### config.mk
export PLATFORM = sky130hd
export DESIGN_NAME = osr_uart_rx
export DESIGN_NICKNAME = d
export VERILOG_FILES = /design/src/rtl/osr_rx_pkg.sv /design/src/rtl/osr_rx_vote.sv /design/src/rtl/osr_rx_hunt.sv /design/src/rtl/osr_rx_out.sv /design/src/rtl/osr_uart_rx.sv
export SDC_FILE = /design/constraint.sdc
export NUM_CORES = 1
export LEC_CHECK = 0
export CAP_MARGIN = 20
export CORE_UTILIZATION = 45
export DETAILED_ROUTE_END_ITERATION = 12
export GPL_TIMING_DRIVEN = 0
export HOLD_SLACK_MARGIN = 0.03
export PLACE_DENSITY_LB_ADDON = 0.15
export SETUP_SLACK_MARGIN = 0.3
export SYNTH_ARGS = -nofsm -noshare
export SYNTH_HDL_FRONTEND = slang
export SYNTH_SLANG_ARGS = --single-unit
### constraint.sdc
create_clock -name clk_i -period 2.4 [get_ports clk_i]
set_clock_uncertainty 0.1 [all_clocks]
set_input_delay 0.48 -clock clk_i [delete_from_list [all_inputs] [get_ports clk_i]]
set_output_delay 0.48 -clock clk_i [all_outputs]
set_load 0.005 [all_outputs]
### src/rtl/osr_rx_pkg.sv
package osr_rx_pkg;
  localparam int OSR      = 16;
  localparam int CNT_W    = $clog2(OSR + 1);
  localparam int HIST_LEN = 3;

  typedef enum logic [1:0] {
    ST_HUNT,
    ST_CONFIRM,
    ST_FRAME
  } rx_state_e;
endpackage

### src/rtl/osr_rx_vote.sv
module osr_rx_vote (
  input  logic a_i,
  input  logic b_i,
  input  logic c_i,
  output logic bit_o,
  output logic split_o
);
  assign bit_o   = (a_i & b_i) | (a_i & c_i) | (b_i & c_i);
  assign split_o = (a_i | b_i | c_i) & ~(a_i & b_i & c_i);
endmodule

### src/rtl/osr_rx_hunt.sv
module osr_rx_hunt #(
  parameter int HIST_LEN = 3
) (
  input  logic                clk_i,
  input  logic                rst_ni,
  input  logic                shift_en_i,
  input  logic                load_en_i,
  input  logic [HIST_LEN-1:0] load_val_i,
  input  logic                rxd_i,
  output logic                start_o,
  output logic                false_o
);
  logic [HIST_LEN-1:0] hist_q;

  always_ff @(posedge clk_i or negedge rst_ni) begin
    if (!rst_ni)         hist_q <= '0;
    else if (load_en_i)  hist_q <= load_val_i;
    else if (shift_en_i) hist_q <= {hist_q[HIST_LEN-2:0], rxd_i};
  end

  assign start_o = shift_en_i & ~rxd_i & (&hist_q);
  assign false_o = shift_en_i & ~rxd_i & (|hist_q) & ~(&hist_q);

  AST_HIST_HOLD: assert property (@(posedge clk_i) disable iff (!rst_ni)
    !shift_en_i && !load_en_i |=> $stable(hist_q));
endmodule

### src/rtl/osr_rx_out.sv
module osr_rx_out #(
  parameter int DATA_BITS = 8
) (
  input  logic                 clk_i,
  input  logic                 rst_ni,
  input  logic                 load_i,
  input  logic [DATA_BITS-1:0] data_i,
  input  logic                 noise_i,
  input  logic                 ferr_i,
  input  logic                 ack_i,
  output logic [DATA_BITS-1:0] data_o,
  output logic                 ready_o,
  output logic                 noise_o,
  output logic                 ferr_o
);
  always_ff @(posedge clk_i or negedge rst_ni) begin
    if (!rst_ni) begin
      data_o  <= '0;
      ready_o <= 1'b0;
      noise_o <= 1'b0;
      ferr_o  <= 1'b0;
    end else if (load_i) begin
      data_o  <= data_i;
      ready_o <= 1'b1;
      noise_o <= noise_i;
      ferr_o  <= ferr_i;
    end else if (ack_i) begin
      ready_o <= 1'b0;
      noise_o <= 1'b0;
      ferr_o  <= 1'b0;
    end
  end

  AST_FLAG_NEEDS_READY: assert property (@(posedge clk_i) disable iff (!rst_ni)
    (noise_o || ferr_o) |-> ready_o);
  AST_ACK_CLEARS: assert property (@(posedge clk_i) disable iff (!rst_ni)
    ack_i && !load_i |=> !ready_o && !noise_o && !ferr_o);
  AST_DATA_HOLD: assert property (@(posedge clk_i) disable iff (!rst_ni)
    !load_i |=> $stable(data_o));
endmodule

### src/rtl/osr_uart_rx.sv
module osr_uart_rx
  import osr_rx_pkg::*;
#(
  parameter int DATA_BITS = 8
) (
  input  logic                 clk_i,
  input  logic                 rst_ni,
  input  logic                 rx_en_i,
  input  logic                 tick_i,
  input  logic                 rxd_i,
  input  logic                 ack_i,
  output logic [DATA_BITS-1:0] data_o,
  output logic                 ready_o,
  output logic                 noise_o,
  output logic                 frame_err_o
);
  localparam int FRAME_BITS = DATA_BITS + 2;
  localparam int IDX_W      = $clog2(FRAME_BITS);
  localparam logic [IDX_W-1:0] LAST_IDX = IDX_W'(FRAME_BITS - 1);
  localparam logic [IDX_W-1:0] IDX_ONE  = IDX_W'(1);
  localparam logic [CNT_W-1:0] RT_ONE  = CNT_W'(1);
  localparam logic [CNT_W-1:0] RT_C1   = CNT_W'(3);
  localparam logic [CNT_W-1:0] RT_C2   = CNT_W'(5);
  localparam logic [CNT_W-1:0] RT_C3   = CNT_W'(7);
  localparam logic [CNT_W-1:0] RT_V1   = CNT_W'(8);
  localparam logic [CNT_W-1:0] RT_V2   = CNT_W'(9);
  localparam logic [CNT_W-1:0] RT_V3   = CNT_W'(10);
  localparam logic [CNT_W-1:0] RT_LAST = CNT_W'(OSR);

  rx_state_e            state_q;
  logic [CNT_W-1:0]     cnt_q, cnt_nxt;
  logic [IDX_W-1:0]     bit_idx_q;
  logic                 smp_a_q, smp_b_q;
  logic                 noise_q, prev_q;
  logic [DATA_BITS-1:0] shreg_q;

  logic vote, split;
  logic fall, in_win, restart, advance, is_data;
  logic act, reject, frame_done;
  logic hunt_start, hunt_false;

  osr_rx_vote u_vote (
    .a_i    (smp_a_q),
    .b_i    (smp_b_q),
    .c_i    (rxd_i),
    .bit_o  (vote),
    .split_o(split)
  );

  assign act     = rx_en_i & tick_i;
  assign cnt_nxt = (cnt_q == RT_LAST) ? RT_ONE : cnt_q + RT_ONE;
  assign fall    = prev_q & ~rxd_i;
  assign in_win  = (cnt_nxt >= RT_V1) && (cnt_nxt <= RT_V3);
  assign restart = fall && !in_win;
  // an edge after the vote window ends the current bit
  assign advance = (cnt_nxt == RT_ONE) || (restart && (cnt_nxt > RT_V3));
  assign is_data = (bit_idx_q != '0) && (bit_idx_q != LAST_IDX);

  assign reject = act && (state_q == ST_CONFIRM) &&
                  (((cnt_nxt == RT_C2) && smp_a_q && rxd_i) ||
                   ((cnt_nxt == RT_C3) && vote));
  assign frame_done = act && (state_q == ST_FRAME) &&
                      (bit_idx_q == LAST_IDX) && (cnt_nxt == RT_V3);

  osr_rx_hunt #(.HIST_LEN(HIST_LEN)) u_hunt (
    .clk_i     (clk_i),
    .rst_ni    (rst_ni),
    .shift_en_i(act && (state_q == ST_HUNT)),
    .load_en_i (!rx_en_i || reject || frame_done),
    .load_val_i(frame_done ? {smp_a_q, smp_b_q, rxd_i} : '0),
    .rxd_i     (rxd_i),
    .start_o   (hunt_start),
    .false_o   (hunt_false)
  );

  osr_rx_out #(.DATA_BITS(DATA_BITS)) u_out (
    .clk_i  (clk_i),
    .rst_ni (rst_ni),
    .load_i (frame_done),
    .data_i (shreg_q),
    .noise_i(noise_q | split),
    .ferr_i (~vote),
    .ack_i  (ack_i),
    .data_o (data_o),
    .ready_o(ready_o),
    .noise_o(noise_o),
    .ferr_o (frame_err_o)
  );

  always_ff @(posedge clk_i or negedge rst_ni) begin
    if (!rst_ni) begin
      state_q   <= ST_HUNT;
      cnt_q     <= '0;
      bit_idx_q <= '0;
      smp_a_q   <= 1'b0;
      smp_b_q   <= 1'b0;
      noise_q   <= 1'b0;
      prev_q    <= 1'b0;
      shreg_q   <= '0;
    end else if (!rx_en_i) begin
      state_q   <= ST_HUNT;
      cnt_q     <= '0;
      bit_idx_q <= '0;
      noise_q   <= 1'b0;
      prev_q    <= 1'b0;
    end else if (tick_i) begin
      prev_q <= rxd_i;
      unique case (state_q)
        ST_HUNT: begin
          if (hunt_start) begin
            state_q <= ST_CONFIRM;
            cnt_q   <= RT_ONE;
          end else if (hunt_false) begin
            noise_q <= 1'b1;
          end
        end
        ST_CONFIRM: begin
          cnt_q <= cnt_nxt;
          if (cnt_nxt == RT_C1) smp_a_q <= rxd_i;
          if (cnt_nxt == RT_C2) begin
            if (smp_a_q && rxd_i) begin
              noise_q <= 1'b1;
              state_q <= ST_HUNT;
            end else begin
              smp_b_q <= rxd_i;
            end
          end
          if (cnt_nxt == RT_C3) begin
            if (vote) begin
              noise_q <= 1'b1;
              state_q <= ST_HUNT;
            end else begin
              if (split) noise_q <= 1'b1;
              state_q   <= ST_FRAME;
              bit_idx_q <= '0;
            end
          end
        end
        ST_FRAME: begin
          cnt_q <= restart ? RT_ONE : cnt_nxt;
          if (advance) bit_idx_q <= bit_idx_q + IDX_ONE;
          if (cnt_nxt == RT_V1) smp_a_q <= rxd_i;
          if (cnt_nxt == RT_V2) smp_b_q <= rxd_i;
          if (cnt_nxt == RT_V3) begin
            if (split) noise_q <= 1'b1;
            if (is_data) shreg_q <= {vote, shreg_q[DATA_BITS-1:1]};
            if (bit_idx_q == LAST_IDX) begin
              state_q   <= ST_HUNT;
              noise_q   <= 1'b0;
              cnt_q     <= '0;
              bit_idx_q <= '0;
            end
          end
        end
        default: state_q <= ST_HUNT;
      endcase
    end
  end

  AST_CNT_LEGAL: assert property (@(posedge clk_i) disable iff (!rst_ni)
    state_q != ST_HUNT |-> (cnt_q >= RT_ONE) && (cnt_q <= RT_LAST));
  AST_IDX_LEGAL: assert property (@(posedge clk_i) disable iff (!rst_ni)
    bit_idx_q <= LAST_IDX);
  AST_CONFIRM_EARLY: assert property (@(posedge clk_i) disable iff (!rst_ni)
    state_q == ST_CONFIRM |-> cnt_q < RT_C3);
  AST_DISABLED_QUIET: assert property (@(posedge clk_i) disable iff (!rst_ni)
    !rx_en_i && !ready_o |=> !ready_o);
  AST_NOISE_CLEARED: assert property (@(posedge clk_i) disable iff (!rst_ni)
    !rx_en_i |=> !noise_q && state_q == ST_HUNT);
endmodule

==> results.py <==
metrics = {
    "power_and_ir_drop": {
        "p_leak_nw": 1.43,
        "pwr_density_cell_mw_per_mm2": 442,
        "peakVddDrop_mv": 0.313,
    },
    "finish": {
        "nNetsFinal": 302,
        "finish.utilization": 0.636,
        "n_antenna_cell": 0,
        "final_cell_count_no_fill": 356,
        "drive_gt1_frac": 0.343,
        "area_growth_pct": 35.8,
    },
    "floorplan": {
        "die_area_sq_mm": 0.00561,
        "die_w_um": 74.9,
        "ios": 17,
        "die_h_um": 74.9,
        "std_cell_rows": 26,
        "initial_utilization": 0.468,
        "core_sq_mm": 0.00511,
    },
    "route": {
        "drcViolationCount": 0,
        "first_pass_iters": 4,
        "antenna_left": 0,
        "num_vias": 2042,
        "drt_iter0_drc": 69,
        "wire_per_inst_um": 16.1,
        "wl_mm": 5.75,
        "vias_per_cell": 5.74,
    },
    "global_route": {
        "grt_pass1_vias": 1891,
        "grt_max_degree": 38,
        "grtUsageTotal": 0.217,
        "overflow": 0,
        "grt_pass1_wl_mm": 9.16,
        "antenna_found_initial": 0,
    },
    "placement": {
        "pre_cts_slack_ns": -0.448,
        "io_buffers": 15,
        "dp_cells": 322,
        "gp_congestion": 0.872,
        "dp_hpwl_mm": 3.65,
    },
    "logic_synthesis": {
        "synth_nets": 254,
        "avgSynthCellArea_sq_um": 10.1,
        "synth_edf_count": 0,
        "ys.flop_type": "dfrtp_1",
        "netlist_area_sq_mm": 0.00239,
        "synth_top_area_share": 0.387,
        "yosysTopAreaCell": "dfrtp_1",
        "ys_seq_area_frac": 0.387,
        "synth.area.top_cells": "dfrtp_1, ha_1, mux2_4",
        "yosysWarnings": 0,
        "synth.distinct_cells": 60,
        "netlist_instances": 237,
        "synth_seq_cells": 37,
        "async_reset_ff_frac": 1.00,
    },
    "sta": {
        "fin_ws_ns": -0.0204,
        "max_slew_margin": 0.449,
        "timing.final.crit_share": 1.01,
        "slew_violations": 0,
        "setup_viol": 2,
        "finalHoldViolCount": 0,
        "fin_crit_ns": 2.42,
        "rsz0062_at_grt": "true",
        "worst_slew_pin_slew_ns": 0.826,
        "max_freq_ghz": 0.413,
    },
    "critical_path": {
        "cp_data_required_time_ns": 2.53,
        "crit_chain": "buf_4, and2_4, a2111o_1, a22oi_2, o2111ai_4, a221oi_4, and3b_1, a211o_1",
        "cp_max_fo": 4,
        "r2r_slack_ns": -0.02,
        "max_stage_delay_ns": 0.44,
        "cpMaxStageDelayCell": "dfrtp_2",
        "worstPathArrival_ns": 2.56,
        "endpoint_kind": "register",
        "critPathKind": "reg -> reg",
        "worstSetupStartpointType": "register",
    },
    "clock_network": {
        "clock-sinks": 37,
        "clk_latency_ns": 0.29,
        "cts_tree": "yes",
        "ctsHoldBuffers": 0,
        "cts_buffer_depth": 2,
        "cts_root_buf": "clkbuf_8",
        "cts_buffers": 5,
        "clk_pin_slew_ns": 0.08,
        "htreeDepth": 2,
    },
    "status": {
        "status": "finished, violations left",
        "failed_checks": "setup timing",
    },
    "hold_path": {
        "hold_class": "in -> async",
    },
    "job": {
        "drv_cap": 0,
    },
}
==> area by class of cell <==
type / count / area (sq um)
Inverter: 13 / 48.8
Timing Repair Buffer: 41 / 402
Fill cell: 403 / 1860
Clock inverter: 3 / 68.8
Clock buffer: 5 / 68.8
Buffer: 10 / 55.1
Multi-Input combinational cell: 177 / 1590
Tap cell: 70 / 87.6
Sequential cell: 37 / 930
==> cells in the final DEF, fill, tap and decap left out, types with 3 or more instances in the layout <==
cell type and count:
o21ai_2 4, nor2b_1 4, a21oi_1 7, ha_1 9, mux2_4 16, clkdlybuf4s50_1 14, nor3_1 5, nand2_4 3
nand2_1 17, buf_4 14, and2_1 3, clkbuf_1 5, dfrtp_2 3, o21ai_1 5, o21ai_0 7, clkbuf_8 5
buf_6 14, and3_1 3, nor2_1 8, nand3b_1 3, dfrtp_1 34, nand3_1 5, mux2i_1 5, a22o_1 6
a21oi_2 3, inv_1 11, nand4_1 3
==> worst max-delay path, delay by kind of cell (launching register included) <==
kind	cells	cell delay [ns]
buffers and inverters	1	0.15
and+or+nand+nor	2	0.37
DFF	1	0.44
AOI/OAI and AO/OA	5	1.29
==> final timing paths <==
kind,start,end,cells past startpoint
worst min register to register,u_out.ready_o,u_out.ready_o,1
max in group asynchronous,rst_ni,cnt_q[2],1
worst max register to register,cnt_q[1],bit_idx_q[2],8
min in group clk_i,u_out.ready_o,u_out.ready_o,1
worst min-delay path,rst_ni,bit_idx_q[0],1
worst max-delay path,cnt_q[1],bit_idx_q[2],8
==> logic make-up (layout without fill, tap and decap cells) <==
family / count (synthesis) / count (layout) / share of synthesized area
AND/OR/NAND/NOR: 80 / 80 / 0.201
AO/OA/AOI/OAI: 62 / 62 / 0.192
flip-flops: 37 / 37 / 0.387
buffers and inverters: 23 / 72 / 0.0413
multiplexers: 22 / 22 / 0.114
adder cells (fa/ha/maj): 12 / 12 / 0.0617
XOR/XNOR: 1 / 1 / 0.00366
==> synth_stat cells (all sizes together), types with 3 or more instances <==
master	number
a21oi	11
nor3	6
clkbuf	6
ha	11
and3b	3
mux2	17
and2	4
inv	13
nand2	22
a22o	6
mux2i	5
o21ai	16
nand4	3
nor2b	5
and4	3
nor2	10
dfrtp	37
buf	4
nand3b	3
and3	3
nand3	6
a21boi	4
==> sequential cells by signal, indices dropped and copies added, names as in the netlist <==
name and cells:
smp_b_q 1, u_hunt.hist_q 3, shreg_q 8, prev_q 1, u_out.data_o 8, u_out.ferr_o 1, noise_q 1, cnt_q 5
u_out.noise_o 1, smp_a_q 1, state_q 2, u_out.ready_o 1, bit_idx_q 4
==> metal layers <==
metal / track usage / up-vias / part of all wire / wire [um]
met5: 0 / - / 0 / 0
met4: 0.0524 / 0 / 0.014 / 81
met3: 0.0361 / 9 / 0.034 / 195
met2: 0.361 / 49 / 0.45 / 2600
met1: 0.295 / 1015 / 0.50 / 2870
li1: - / 969 / - / -
==> metrics by stage <==
step | power [mW] | area (sq um) | setup TNS, ns | hold WS (ns)
floorplan | 0.718 | 2450 | 0 | 0.0844
global placement | 0.760 | 2680 | -12.54 | 0.369
detailed placement | 0.760 | 2680 | -6.75 | 0.378
CTS | 1.44 | 3160 | -0.0483 | 0.214
global route | 1.49 | 3250 | -1.02 | 0.256
finish | 1.43 | 3250 | -0.0225 | 0.182
==> power by group <==
part / switching, mW / internal [mW] / leakage (nW)
Combinational: 0.0772 / 0.0511 / 0.857
Sequential: 0.0148 / 0.634 / 0.506
Clock: 0.239 / 0.418 / 0.0687
==> what timing repair did <==
| item | 4_1_cts | 5_1_grt |
|---|---|---|
| endpoints found under the setup margin | 34 | 36 |
| setup buffers | 23 | 3 |
| pin swaps | 17 | 22 |
| gates resized for setup | 42 | 20 |
Note: power is estimated with default switching activity, not from simulation.
